## config.mk

```make
export PLATFORM = sky130hd
export DESIGN_NAME = ycc_tile_converter
export DESIGN_NICKNAME = d
export VERILOG_FILES = /design/src/rtl/ycc_pkg.sv /design/src/rtl/ycc_lane.sv /design/src/rtl/ycc_tile_index.sv /design/src/rtl/ycc_tile_converter.sv
export SDC_FILE = /design/constraint.sdc
export NUM_CORES = 1
export LEC_CHECK = 0
export CAP_MARGIN = 20
export CORE_MARGIN = 2
export CORE_UTILIZATION = 55
export CTS_CLUSTER_SIZE = 25
export DETAILED_ROUTE_END_ITERATION = 8
export DONT_BUFFER_PORTS = 1
export HOLD_SLACK_MARGIN = 0.15
export PLACE_DENSITY = 0.7
export SLEW_MARGIN = 20
export SYNTH_ARGS = -nofsm -noshare
export SYNTH_HDL_FRONTEND = slang
export SYNTH_SLANG_ARGS = --single-unit
```

## constraint.sdc

```tcl
create_clock -name clk -period 5.3 [get_ports clk]
set_clock_uncertainty 0.15 [all_clocks]
set_input_delay 0 -clock clk [delete_from_list [all_inputs] [get_ports clk]]
set_output_delay 0 -clock clk [all_outputs]
set_load 0.03 [all_outputs]
```

## src/rtl/ycc_pkg.sv

```systemverilog
package ycc_pkg;

    // Fractional bits of the fixed-point coefficients.
    localparam int FRAC_BITS = 14;

    // Number of output components, and number of input channels per component.
    localparam int NUM_COMP = 3;
    localparam int NUM_CHAN = 3;

    // Component indices.
    localparam int COMP_Y  = 0;
    localparam int COMP_CB = 1;
    localparam int COMP_CR = 2;

    // Signed coefficient for a given component and channel (channel 0=R, 1=G, 2=B).
    // Values are the real weights scaled by 2^FRAC_BITS and rounded.
    function automatic int coef(input int comp, input int chan);
        int k;
        k = 0;
        case (comp)
            COMP_Y: begin
                case (chan)
                    0: k = 4897;
                    1: k = 9611;
                    default: k = 1876;
                endcase
            end
            COMP_CB: begin
                case (chan)
                    0: k = -2764;
                    1: k = -5426;
                    default: k = 8192;
                endcase
            end
            default: begin
                case (chan)
                    0: k = 8192;
                    1: k = -6853;
                    default: k = -1337;
                endcase
            end
        endcase
        return k;
    endfunction

    // Nonzero for components that carry the mid-scale offset.
    function automatic bit has_offset(input int comp);
        return comp != COMP_Y;
    endfunction

endpackage

```

## src/rtl/ycc_lane.sv

```systemverilog
module ycc_lane #(
    parameter int PIX_W = 8,
    parameter int FRAC  = 14,
    parameter int ACC_W = 26,
    parameter int K_R   = 0,
    parameter int K_G   = 0,
    parameter int K_B   = 0,
    parameter bit USE_OFFSET = 1'b0
) (
    input  logic             clk,
    input  logic             rst_n,
    input  logic [PIX_W-1:0] r,
    input  logic [PIX_W-1:0] g,
    input  logic [PIX_W-1:0] b,
    output logic [PIX_W-1:0] res
);

    localparam logic signed [ACC_W-1:0] KS_R = ACC_W'(K_R);
    localparam logic signed [ACC_W-1:0] KS_G = ACC_W'(K_G);
    localparam logic signed [ACC_W-1:0] KS_B = ACC_W'(K_B);
    localparam logic signed [ACC_W-1:0] HALF = ACC_W'(1) <<< (FRAC - 1);
    localparam logic signed [ACC_W-1:0] MID  = ACC_W'(1) <<< (PIX_W - 1 + FRAC);
    localparam logic signed [ACC_W-1:0] BIAS = USE_OFFSET ? (MID + HALF) : HALF;
    localparam logic signed [ACC_W-1:0] TOPV = (ACC_W'(1) <<< PIX_W) - ACC_W'(1);
    localparam int                      PADW = ACC_W - PIX_W;

    typedef struct packed {
        logic signed [ACC_W-1:0] prod_r;
        logic signed [ACC_W-1:0] prod_g;
        logic signed [ACC_W-1:0] prod_b;
        logic signed [ACC_W-1:0] acc;
        logic [PIX_W-1:0]        res;
    } lane_t;

    lane_t s_d, s_q;
    logic signed [ACC_W-1:0] scaled;

    always_comb begin
        s_d = s_q;
        // Stage 1: three products.
        s_d.prod_r = $signed({{PADW{1'b0}}, r}) * KS_R;
        s_d.prod_g = $signed({{PADW{1'b0}}, g}) * KS_G;
        s_d.prod_b = $signed({{PADW{1'b0}}, b}) * KS_B;
        // Stage 2: sum, offset and rounding bias.
        s_d.acc = s_q.prod_r + s_q.prod_g + s_q.prod_b + BIAS;
        // Stage 3: drop fraction, saturate.
        scaled = s_q.acc >>> FRAC;
        if (scaled < 0) begin
            s_d.res = '0;
        end else if (scaled > TOPV) begin
            s_d.res = '1;
        end else begin
            s_d.res = scaled[PIX_W-1:0];
        end
    end

    always_ff @(posedge clk or negedge rst_n) begin
        if (!rst_n) begin
            s_q <= '0;
        end else begin
            s_q <= s_d;
        end
    end

    assign res = s_q.res;

endmodule

```

## src/rtl/ycc_tile_index.sv

```systemverilog
module ycc_tile_index #(
    parameter int IDX_W = 8
) (
    input  logic             clk,
    input  logic             rst_n,
    input  logic             advance,
    output logic [IDX_W-1:0] idx
);

    typedef struct packed {
        logic [IDX_W-1:0] count;
    } idx_t;

    idx_t s_d, s_q;

    always_comb begin
        s_d = s_q;
        if (advance) begin
            s_d.count = s_q.count + IDX_W'(1);
        end
    end

    always_ff @(posedge clk or negedge rst_n) begin
        if (!rst_n) begin
            s_q <= '0;
        end else begin
            s_q <= s_d;
        end
    end

    assign idx = s_q.count;

endmodule

```

## src/rtl/ycc_tile_converter.sv

```systemverilog
module ycc_tile_converter #(
    parameter int PIX_W     = 8,
    parameter int TILE_SIDE = 16
) (
    input  logic                              clk,
    input  logic                              rst_n,
    input  logic                              in_valid,
    input  logic [PIX_W-1:0]                  in_r,
    input  logic [PIX_W-1:0]                  in_g,
    input  logic [PIX_W-1:0]                  in_b,
    output logic                              out_valid,
    output logic [PIX_W-1:0]                  out_y,
    output logic [PIX_W-1:0]                  out_cb,
    output logic [PIX_W-1:0]                  out_cr,
    output logic [2*$clog2(TILE_SIDE)-1:0]    out_addr,
    output logic                              out_tile_done
);

    import ycc_pkg::*;

    localparam int SIDE_W = $clog2(TILE_SIDE);
    localparam int IDX_W  = 2 * SIDE_W;
    localparam int FRAC   = FRAC_BITS;
    localparam int ACC_W  = PIX_W + FRAC + 4;
    localparam int STAGES = 3;

    // Control pipeline that runs beside the arithmetic lanes.
    typedef struct packed {
        logic [STAGES-1:0]            vld;
        logic [STAGES-1:0][IDX_W-1:0] addr;
        logic                         done;
    } ctl_t;

    ctl_t c_d, c_q;
    logic [IDX_W-1:0]  cur_idx;
    logic [PIX_W-1:0]  comp_res [NUM_COMP];

    ycc_tile_index #(
        .IDX_W (IDX_W)
    ) u_index (
        .clk     (clk),
        .rst_n   (rst_n),
        .advance (in_valid),
        .idx     (cur_idx)
    );

    for (genvar gi = 0; gi < NUM_COMP; gi++) begin : g_lane
        ycc_lane #(
            .PIX_W      (PIX_W),
            .FRAC       (FRAC),
            .ACC_W      (ACC_W),
            .K_R        (coef(gi, 0)),
            .K_G        (coef(gi, 1)),
            .K_B        (coef(gi, 2)),
            .USE_OFFSET (has_offset(gi))
        ) u_lane (
            .clk   (clk),
            .rst_n (rst_n),
            .r     (in_r),
            .g     (in_g),
            .b     (in_b),
            .res   (comp_res[gi])
        );
    end

    always_comb begin
        c_d = c_q;
        c_d.vld[0]  = in_valid;
        c_d.addr[0] = cur_idx;
        for (int s = 1; s < STAGES; s++) begin
            c_d.vld[s]  = c_q.vld[s-1];
            c_d.addr[s] = c_q.addr[s-1];
        end
        c_d.done = c_q.vld[STAGES-2] && (c_q.addr[STAGES-2] == '1);
    end

    always_ff @(posedge clk or negedge rst_n) begin
        if (!rst_n) begin
            c_q <= '0;
        end else begin
            c_q <= c_d;
        end
    end

    assign out_valid     = c_q.vld[STAGES-1];
    assign out_addr      = c_q.addr[STAGES-1];
    assign out_tile_done = c_q.done;
    assign out_y         = comp_res[COMP_Y];
    assign out_cb        = comp_res[COMP_CB];
    assign out_cr        = comp_res[COMP_CR];

endmodule

```

==> impl_metrics.env, run 1 <==
export IMPL_num_rows=74
export IMPL_dieHeight_um=206.9
export IMPL_p_leak_uw=0.01291
export IMPL_diodes=0
export IMPL_grt_pass1_vias=15870
export IMPL_antenna_found_initial=0
export IMPL_synth_main_ff_cell="dfrtp_1"
export IMPL_critical_path_class="in2reg"
export IMPL_ir_worst_vdd_mv=0.4072
export IMPL_ios=61
export IMPL_synthArstFlopShare_pct=100.0
export IMPL_die_x_um=206.9
export IMPL_fin_crit_ns=5.005
export IMPL_first_pass_iters=5
export IMPL_finalCritPeriodShare_pct=94.43
export IMPL_finalSetupViolCount=0
export IMPL_grt_pass1_wl_um=81190
export IMPL_syn_nets=2828
export IMPL_vias_per_cell=5.389
export IMPL_worstPathRequired_ns=5.58
export IMPL_grt_max_degree=242
export IMPL_final_seq_area_mm2=0.006031
export IMPL_initial_utilization_pct=55.57
export IMPL_gr_total_overflow=0
export IMPL_slew_violations=0
export IMPL_status="complete, but fails checks"
export IMPL_start_kind="input pin"
export IMPL_cts_max_level=1
export IMPL_ctsResizeCount=0
export IMPL_ant_nets=0
export IMPL_core_mm2=0.04074
export IMPL_yosysSeqAreaShare_pct=26.64
export IMPL_cp_slowest_stage_delay_ns=0.74
export IMPL_cts_tree="yes"
export IMPL_cts_setup_buffers=0
export IMPL_nFillCells=3271
export IMPL_crit_arrival_ns=5.28
export IMPL_yosysTopAreaCellShare_pct=26.64
export IMPL_drive_above_1_share_pct=2.978
export IMPL_hold_class="in2async"
export IMPL_die_area_mm2=0.04280
export IMPL_cpMaxStageDelayCell="dlygate4sd3_1"
export IMPL_synth_seq_cells=241
export IMPL_critPathTopFamily="adder cells"
export IMPL_avgSynthCellArea_um2=10.72
export IMPL_synth_simple_gate_area_share_pct=5.626
export IMPL_multiInputGateArea_mm2=0.01476
export IMPL_grt_setup_unrepaired="false"
export IMPL_yosys_warnings=0
export IMPL_nets=2878
export IMPL_synthCells=2112
export IMPL_root_buffer="clkbuf_16"
export IMPL_syn_area_mm2=0.02264
export IMPL_worstPathMaxFanout=6
export IMPL_first_iter_violations=809
export IMPL_synthToLayoutAreaGrowth_pct=8.235
export IMPL_io_buffers=0
export IMPL_routedWlPerCell_um=18.10
export IMPL_crit_chain="dlygate4sd3_1 > dlygate4sd3_1 > ha_1 > inv_1 > fa_1 > inv_1 > fa_1 > fa_1 > ha_1 > or2_2 > a21oi_1 > a21oi_1 > and4_1 > a2111oi_0 > a21oi_1 > xnor2_1"
export IMPL_track_usage_pct=24.55
export IMPL_yosysTopAreaCell="dfrtp_1"
export IMPL_fin_hold_ws_ns=-1.008
export IMPL_clk_pin_slew_ns=0.05
export IMPL_maxSlewHeadroom_pct=53.41
export IMPL_synth_top_family_by_area="adder cells"
export IMPL_drc_errors=0
export IMPL_stdcell_count=2715
export IMPL_synth_edff_count=0
export IMPL_end_kind="flop"
export IMPL_cts_sinks=241
export IMPL_synth_compound_area_share_pct=8.693
export IMPL_maxCapViolations=0
export IMPL_cts_buffer_depth=3
export IMPL_yosys_top_cells_area="dfrtp_1 27%, ha_1 26%, fa_1 19%"
export IMPL_violations="negative hold slack"
export IMPL_dp_cells=2616
export IMPL_holdBufCountCts=46
export IMPL_cts_made_buffers=28
export IMPL_clk_latency_ns=0.56
export IMPL_setup_tns_ns=0
export IMPL_fmax_ghz=0.1998
export IMPL_dpl_hpwl_um=39470
export IMPL_vias=14630
export IMPL_synthXorXnorAreaFrac_pct=5.532
export IMPL_hold_violations=241
export IMPL_gp_congestion=0.8807
export IMPL_p_per_area_mw_per_mm2=671.5
export IMPL_path_buf_inv=4
export IMPL_ys_types=56
export IMPL_wirelength_um=49130
export IMPL_synth_mux_area_share_pct=0.1492
export IMPL_worst_pin_slew_ns=0.6812
export IMPL_synth_adder_area_share_pct=45.21
==> cells in the final DEF, fill, tap and decap left out, types with 4 or more instances in the layout <==
master / n
o21bai_1: 14
a21o_1: 43
and3_1: 9
dfrtp_1: 241
xor2_1: 43
nand4_1: 13
fa_1: 215
nand3b_1: 4
nand2_1: 39
clkbuf_8: 7
nor2_1: 98
or2_2: 7
o31a_1: 4
o21ai_0: 47
inv_1: 440
ha_1: 474
xnor2_1: 100
or3_1: 16
nand2b_1: 18
clkbuf_1: 4
a31oi_1: 11
nor3_1: 21
o311a_1: 4
dlygate4sd3_1: 48
o211ai_1: 7
clkbuf_16: 28
o21a_1: 17
nor2b_1: 17
a2111oi_0: 6
a21oi_1: 104
a211oi_1: 16
nand3_1: 12
==> cell usage after synthesis (all sizes together) (2+ instances only) <==
| master | instances |
|---|---|
| a2111oi | 6 |
| a211o | 3 |
| a211oi | 16 |
| a21boi | 3 |
| a21o | 44 |
| a21oi | 105 |
| a221oi | 3 |
| a311oi | 2 |
| a31oi | 11 |
| a41oi | 3 |
| and2 | 3 |
| and3 | 9 |
| and4 | 3 |
| buf | 26 |
| clkbuf | 2 |
| dfrtp | 241 |
| fa | 215 |
| ha | 474 |
| inv | 440 |
| mux2 | 3 |
| nand2 | 39 |
| nand2b | 18 |
| nand3 | 12 |
| nand3b | 4 |
| nand4 | 13 |
| nor2 | 99 |
| nor2b | 17 |
| nor3 | 21 |
| o211ai | 7 |
| o21a | 17 |
| o21ai | 48 |
| o21bai | 14 |
| o22ai | 3 |
| o311a | 4 |
| o311ai | 2 |
| o31a | 4 |
| o31ai | 2 |
| o41ai | 3 |
| or2 | 7 |
| or3 | 16 |
| xnor2 | 100 |
| xor2 | 43 |
==> layer usage <==
metal  track usage (%)  part of all wire, %  wire length, µm  vias to the layer above
li1                  -                    -                -                     6995
met1             33.12                   45            22070                     7241
met2             40.87                   46            22710                      307
met3             3.391                  5.0             2472                       89
met4             8.333                  3.8             1882                        0
met5                 0                    0                0                        -
==> metrics by stage <==
| step | instance area, µm² | setup WS [ns] | utilization (%) | total power (µW) | hold WS (ns) |
|---|---|---|---|---|---|
| floorplan | 22640 | 1.126 | - | 12070 | -0.4456 |
| global placement | 23110 | 0.7569 | 56.73 | 14090 | -0.4396 |
| detailed placement | 23110 | 0.6853 | 56.73 | 14450 | -0.4391 |
| CTS | 24480 | 0.3095 | 60.10 | 16540 | -1.029 |
| global route | 24500 | 0.03629 | 60.15 | 18290 | -1.035 |
| finish | 24500 | 0.2950 | 60.15 | 16450 | -1.008 |
==> logic make-up after synthesis <==
kind of cell,after synthesis
xor gates and xnor gates,143
buffers and inverters,468
DFF,241
muxes,3
AOI/OAI and AO/OA,306
adders and majority gates,689
and+or+nand+nor,262
==> area by class of cell <==
class,instances,share of cell area [%]
tap,532,2.716
sequential,241,24.61
multi-input combinational,1403,60.24
inverter,440,6.740
timing repair buffer,48,1.961
clock inverter,12,0.4136
clock buffer,39,3.314
==> flip-flops by register name, summed over array words and instances, names as in the netlist <==
name and flops:
out_tile_done 1, out_valid 1, g_lane.u_lane.s_q 181, u_index.idx 8
c_d 18, out_addr 8, g_lane.u_lane.res 24
==> power breakdown <==
group	internal [µW]	total [µW]	switching (µW)
Clock	1080	1870	789
Combinational	5020	11100	6070
Sequential	2800	3490	694
Total	8900	16500	7550
==> final timing paths <==
check	cells after the start	endpoint	startpoint	slack (ns)
max in group asynchronous	0	g_lane[1].u_lane.s_q[71]$_DFF_PN0_	rst_n	5.55
hold / removal	0	g_lane[0].u_lane.res[0]$_DFF_PN0_	rst_n	-1.01
setup / recovery	16	g_lane[0].u_lane.s_q[52]$_DFF_PN0_	in_b[4]	0.29
min in group clk	5	g_lane[2].u_lane.s_q[75]$_DFF_PN0_	in_g[4]	0.16
hold reg to reg	0	c_d[20]$_DFF_PN0_	c_d[12]$_DFF_PN0_	0.20
setup reg to reg	13	g_lane[1].u_lane.s_q[33]$_DFF_PN0_	g_lane[2].u_lane.s_q[34]$_DFF_PN0_	1.25
==> worst register-to-register path: stages, from the launching register on <==
cell	delay (ns)
dfrtp_1	0.53
inv_1	0.09
ha_1	0.32
fa_1	0.51
inv_1	0.04
ha_1	0.30
nor3_1	0.19
nor2_1	0.09
a221oi_1	0.24
o21ai_1	0.21
a221oi_2	0.47
a21oi_1	0.21
a21oi_1	0.22
mux2_2	0.35
Power figures use the tool's default switching activity.
==> run 2, diff against run 1 <==
- clock period: 5.3 -> 5.6 ns (I/O delays scaled with it)
==> run 2 against run 1 <==
The run still ends with negative hold slack left. Combinational power is 5% lower. Routed wire length is 0.64% higher. Critical path depth is 1 lower. Core utilization is 0.077 points higher. Clock power is 4% higher. Setup slack better by 0.35 ns. Non-clock buffer count is 5 lower. Critical path type unchanged. Largest cell class unchanged.
==> impl_metrics.env, run 2 (synthesis results as in run 1) <==
export IMPL_status="complete, but fails checks"
export IMPL_violations="negative hold slack"
export IMPL_maxCapViolations=0
export IMPL_dp_cells=2616
export IMPL_final_core_util_pct=60.23
export IMPL_vias=14570
export IMPL_wirelength_um=49450
export IMPL_core_mm2=0.04074
export IMPL_drc_errors=0
export IMPL_track_usage_pct=24.50
export IMPL_finalCritPeriodShare_pct=88.51
export IMPL_grt_max_degree=242
export IMPL_worstPathMaxFanout=9
export IMPL_slew_violations=0
export IMPL_p_leak_uw=0.01293
export IMPL_die_x_um=206.9
export IMPL_setup_tns_ns=0
export IMPL_dieHeight_um=206.9
export IMPL_finalSetupViolCount=0
export IMPL_crit_arrival_ns=5.20
export IMPL_first_pass_iters=5
export IMPL_root_buffer="clkbuf_16"
export IMPL_ir_worst_vdd_mv=0.3920
export IMPL_p_per_area_mw_per_mm2=643.6
export IMPL_grt_pass1_wl_um=80840
export IMPL_synthToLayoutAreaGrowth_pct=8.372
export IMPL_clk_pin_slew_ns=0.06
export IMPL_ctsResizeCount=0
export IMPL_holdBufCountCts=43
export IMPL_maxSlewHeadroom_pct=50.27
export IMPL_nets=2872
export IMPL_cts_max_level=1
export IMPL_num_rows=74
export IMPL_critical_path_class="in2reg"
export IMPL_cts_sinks=241
export IMPL_grt_pass1_vias=15650
export IMPL_layout_cells_most_common_list="474 x ha_1, 440 x inv_1, 241 x dfrtp_1, 215 x fa_1, 104 x a21oi_1"
export IMPL_die_area_mm2=0.04280
export IMPL_cts_buffer_depth=3
export IMPL_regMostFlops="g_lane.u_lane.s_q"
export IMPL_stdcell_count=2708
export IMPL_io_buffers=0
export IMPL_drive_above_1_share_pct=2.895
export IMPL_dpl_hpwl_um=39930
export IMPL_ant_nets=0
export IMPL_cts_made_buffers=27
export IMPL_gr_total_overflow=0
export IMPL_largest_register_ffs=181
export IMPL_first_iter_violations=670
export IMPL_ios=61
export IMPL_initial_utilization_pct=55.57
export IMPL_nFillCells=3311
export IMPL_start_kind="input pin"
export IMPL_fmax_ghz=0.2018
export IMPL_clk_latency_ns=0.53
export IMPL_vias_per_cell=5.379
export IMPL_cts_setup_buffers=0
export IMPL_hold_violations=241
export IMPL_worstPathRequired_ns=5.84
export IMPL_fin_crit_ns=4.956
export IMPL_cts_tree="yes"
export IMPL_end_kind="flop"
export IMPL_hold_class="in2async"
export IMPL_diodes=0
export IMPL_gp_congestion=0.8840
export IMPL_final_common_cell="ha_1"
export IMPL_worst_pin_slew_ns=0.7272
export IMPL_routedWlPerCell_um=18.26
export IMPL_fin_hold_ws_ns=-0.9846
export IMPL_grt_setup_unrepaired="false"
export IMPL_antenna_found_initial=0
==> run 2: cell count changes in the layout (fill, tap and decap cells not counted), sizes merged <==
cell / change
clkinv: -2
bufinv: +6
clkinvlp: -1
clkbuf: -3
dlygate4sd3: -5
inv: -2
==> run 2: stage by stage <==
step / instance area, µm² / setup WS, ns / power [µW] / hold slack, ns
floorplan: 22640 / 1.426 / 11430 / -0.4456
global placement: 23110 / 1.031 / 13340 / -0.4392
detailed placement: 23110 / 0.9788 / 13690 / -0.4391
CTS: 24540 / 0.6567 / 15850 / -1.005
global route: 24540 / 0.3727 / 17480 / -1.012
finish: 24540 / 0.6437 / 15790 / -0.9846
==> run 2: worst paths after layout <==
path | cells past startpoint | slack, ns | to | start
max in group asynchronous | 0 | 5.89 | g_lane[1].u_lane.s_q[105]$_DFF_PN0_ | rst_n
min in group clk | 1 | 0.16 | g_lane[2].u_lane.s_q[100]$_DFF_PN0_ | in_r[1]
min reg2reg | 0 | 0.20 | c_d[22]$_DFF_PN0_ | c_d[14]$_DFF_PN0_
min | 0 | -0.98 | g_lane[0].u_lane.res[3]$_DFF_PN0_ | rst_n
max | 15 | 0.64 | g_lane[2].u_lane.s_q[84]$_DFF_PN0_ | in_g[0]
max reg2reg | 13 | 1.47 | g_lane[1].u_lane.s_q[33]$_DFF_PN0_ | g_lane[2].u_lane.s_q[34]$_DFF_PN0_
==> run 2: critical path, cell delays in order <==
cell and delay [ns]:
dlygate4sd3_1 0.75, fa_1 0.86, fa_1 0.50, ha_1 0.32, inv_1 0.06, fa_1 0.50
fa_1 0.50, nor2b_1 0.18, o31a_1 0.20, o31a_1 0.19, nor2_2 0.09, a2111oi_0 0.58
a311o_1 0.25, a21oi_1 0.07, xnor2_1 0.13
==> run 2: layout make-up <==
class	instances	area, µm²	area share [%]
multi-input cells	1403	14760	60.17
flip-flops and latches	241	6031	24.58
inverters	440	1652	6.731
clock buffers	36	759.5	3.095
well taps	532	665.6	2.713
repair buffers	43	430.4	1.754
clock inverters	13	235.2	0.9587
==> run 2: where the power goes <==
group          internal, µW  switching, µW  total [µW]
Sequential             2650            657        3310
Clock                  1230            707        1940
Combinational          4760           5790       10500
Total                  8640           7150       15800
==> run 2: per-layer routing <==
layer | GRT usage [%] | part of all wire, % | up-vias
met5 | 0 | 0 | -
met4 | 7.776 | 3.4 | 0
met3 | 3.297 | 5.0 | 76
met2 | 41.48 | 47 | 296
met1 | 32.74 | 44 | 7195
li1 | - | - | 7000
==> run 3, diff against run 2 <==
- CAP_MARGIN: 20 -> 5
- PLACE_DENSITY: 0.7 -> 0.68
==> run 3 against run 2 <==
The run still ends with negative hold slack left. Routed wire length grew 0.37%. Combinational power is essentially flat. Final cell count grew 0.37%. Sequential power is essentially flat. Final area grew 0.37%. Register-to-register slack gained 0.11 ns. Setup slack lost 0.27 ns. Sequential share of layout area shrank 0.091 points. Non-clock buffer count grew 6. Fmax shrank 5.2%. Count of clock-buffer cells in the layout shrank 2. Via count grew 0.48%. Critical path type unchanged. Critical endpoint is now g_lane[2].u_lane.s_q[81]$_DFF_PN0_. Largest cell class unchanged.
==> impl_metrics.env, run 3 (synthesis results as in run 1) <==
export IMPL_status="complete, but fails checks"
export IMPL_violations="negative hold slack"
export IMPL_timing_rr_start="g_lane[2].u_lane.s_q[34]$_DFF_PN0_"
export IMPL_p_leak_uw=0.01297
export IMPL_antenna_found_initial=4
export IMPL_hold_class="in2async"
export IMPL_cts_sinks=241
export IMPL_gp_congestion=0.8981
export IMPL_grt_max_degree=242
export IMPL_slew_violations=0
export IMPL_setup_tns_ns=0
export IMPL_maxCapViolations=0
export IMPL_nets=2879
export IMPL_stdcell_count=2718
export IMPL_num_rows=74
export IMPL_largest_register_ffs=181
export IMPL_vias=14640
export IMPL_core_mm2=0.04074
export IMPL_clk_pin_slew_ns=0.06
export IMPL_worstPathRequired_ns=5.84
export IMPL_end_kind="flop"
export IMPL_initial_utilization_pct=55.57
export IMPL_ctsResizeCount=0
export IMPL_final_core_util_pct=60.45
export IMPL_fin_hold_ws_ns=-1.026
export IMPL_dp_cells=2616
export IMPL_clk_latency_ns=0.57
export IMPL_ir_worst_vdd_mv=0.3721
export IMPL_ant_nets=0
export IMPL_die_x_um=206.9
export IMPL_maxSlewHeadroom_pct=49.21
export IMPL_grt_pass1_wl_um=81190
export IMPL_critical_path_class="in2reg"
export IMPL_fmax_ghz=0.1913
export IMPL_track_usage_pct=24.59
export IMPL_io_buffers=0
export IMPL_worstPathMaxFanout=9
export IMPL_cts_made_buffers=28
export IMPL_wirelength_um=49630
export IMPL_ios=61
export IMPL_layout_cells_most_common_list="474 x ha_1, 440 x inv_1, 241 x dfrtp_1, 215 x fa_1, 104 x a21oi_1"
export IMPL_vias_per_cell=5.385
export IMPL_finalCritPeriodShare_pct=93.32
export IMPL_drive_above_1_share_pct=3.112
export IMPL_power_uw=15860
export IMPL_first_iter_violations=728
export IMPL_placed_cell_area_mm2=0.02311
export IMPL_grt_setup_unrepaired="false"
export IMPL_cts_setup_buffers=0
export IMPL_finalSetupViolCount=0
export IMPL_p_per_area_mw_per_mm2=643.9
export IMPL_cts_max_level=1
export IMPL_synthToLayoutAreaGrowth_pct=8.776
export IMPL_first_pass_iters=5
export IMPL_grt_pass1_vias=15780
export IMPL_crit_arrival_ns=5.47
export IMPL_fin_crit_ns=5.226
export IMPL_holdBufCountCts=49
export IMPL_drc_errors=0
export IMPL_final_common_cell="ha_1"
export IMPL_dieHeight_um=206.9
export IMPL_worst_pin_slew_ns=0.7426
export IMPL_regMostFlops="g_lane.u_lane.s_q"
export IMPL_root_buffer="clkbuf_16"
export IMPL_crit_start="in_g[0]"
export IMPL_r2r_cells=13
export IMPL_die_area_mm2=0.04280
export IMPL_hold_violations=241
export IMPL_gr_total_overflow=0
export IMPL_start_kind="input pin"
export IMPL_design_area_mm2=0.02463
export IMPL_routedWlPerCell_um=18.26
export IMPL_cts_tree="yes"
export IMPL_dpl_hpwl_um=39570
export IMPL_cts_buffer_depth=3
run 3: changes by cell type in the layout (fill, tap and decap cells not counted), sizes merged:
cell         previous run  this run
bufinv                  6         5
clkbuf                 36        34
clkinv                  4         9
diode                   0         1
dlygate4sd3            43        49
inv                   441       442
run 3: critical path: stages:
cell	delay, ns
dlygate4sd3_1	0.74
fa_1	0.86
fa_1	0.51
ha_1	0.29
inv_1	0.05
fa_1	0.56
inv_1	0.06
ha_1	0.30
a211oi_1	0.30
nor2_1	0.13
o311a_1	0.34
a41oi_1	0.44
o31ai_1	0.17
o41ai_1	0.51
xnor2_1	0.19
run 3: final timing paths:
kind | end | slack, ns
worst min-delay path | g_lane[0].u_lane.res[3]$_DFF_PN0_ | -1.03
worst min register to register | c_d[19]$_DFF_PN0_ | 0.20
max in group asynchronous | g_lane[1].u_lane.s_q[66]$_DFF_PN0_ | 6.05
worst max-delay path | g_lane[2].u_lane.s_q[81]$_DFF_PN0_ | 0.37
worst max register to register | g_lane[1].u_lane.s_q[33]$_DFF_PN0_ | 1.58
min in group clk | g_lane[2].u_lane.s_q[104]$_DFF_PN0_ | 0.16
run 3: area by class of cell:
class,instances,area [µm²]
Tap cell,532,665.6
Antenna cell,1,2.502
Clock inverter,18,260.3
Timing Repair Buffer,49,490.5
Clock buffer,34,763.2
Sequential cell,241,6031
Multi-Input combinational cell,1403,14760
Inverter,440,1652
Fill cell,3334,16110
run 3: power breakdown:
group / switching, µW / internal [µW]
combinational: 5810 / 4760
clock: 769 / 1210
sequential: 662 / 2650
total: 7240 / 8620
run 3: metal layers:
metal	up-vias	wire, µm	global-route usage [%]
li1	7007	-	-
met1	7218	22180	32.82
met2	311	23080	41.06
met3	101	2423	3.595
met4	0	1951	8.561
met5	-	0	0
run 3: metrics by stage:
| stage | hold slack, ns | worst slack [ns] |
|---|---|---|
| after global placement | -0.4401 | 1.070 |
| final | -1.026 | 0.3739 |
| after global routing | -1.052 | 0.07541 |
| after CTS | -1.049 | 0.4297 |
| after detailed placement | -0.4411 | 0.9626 |
| after floorplan | -0.4456 | 1.426 |
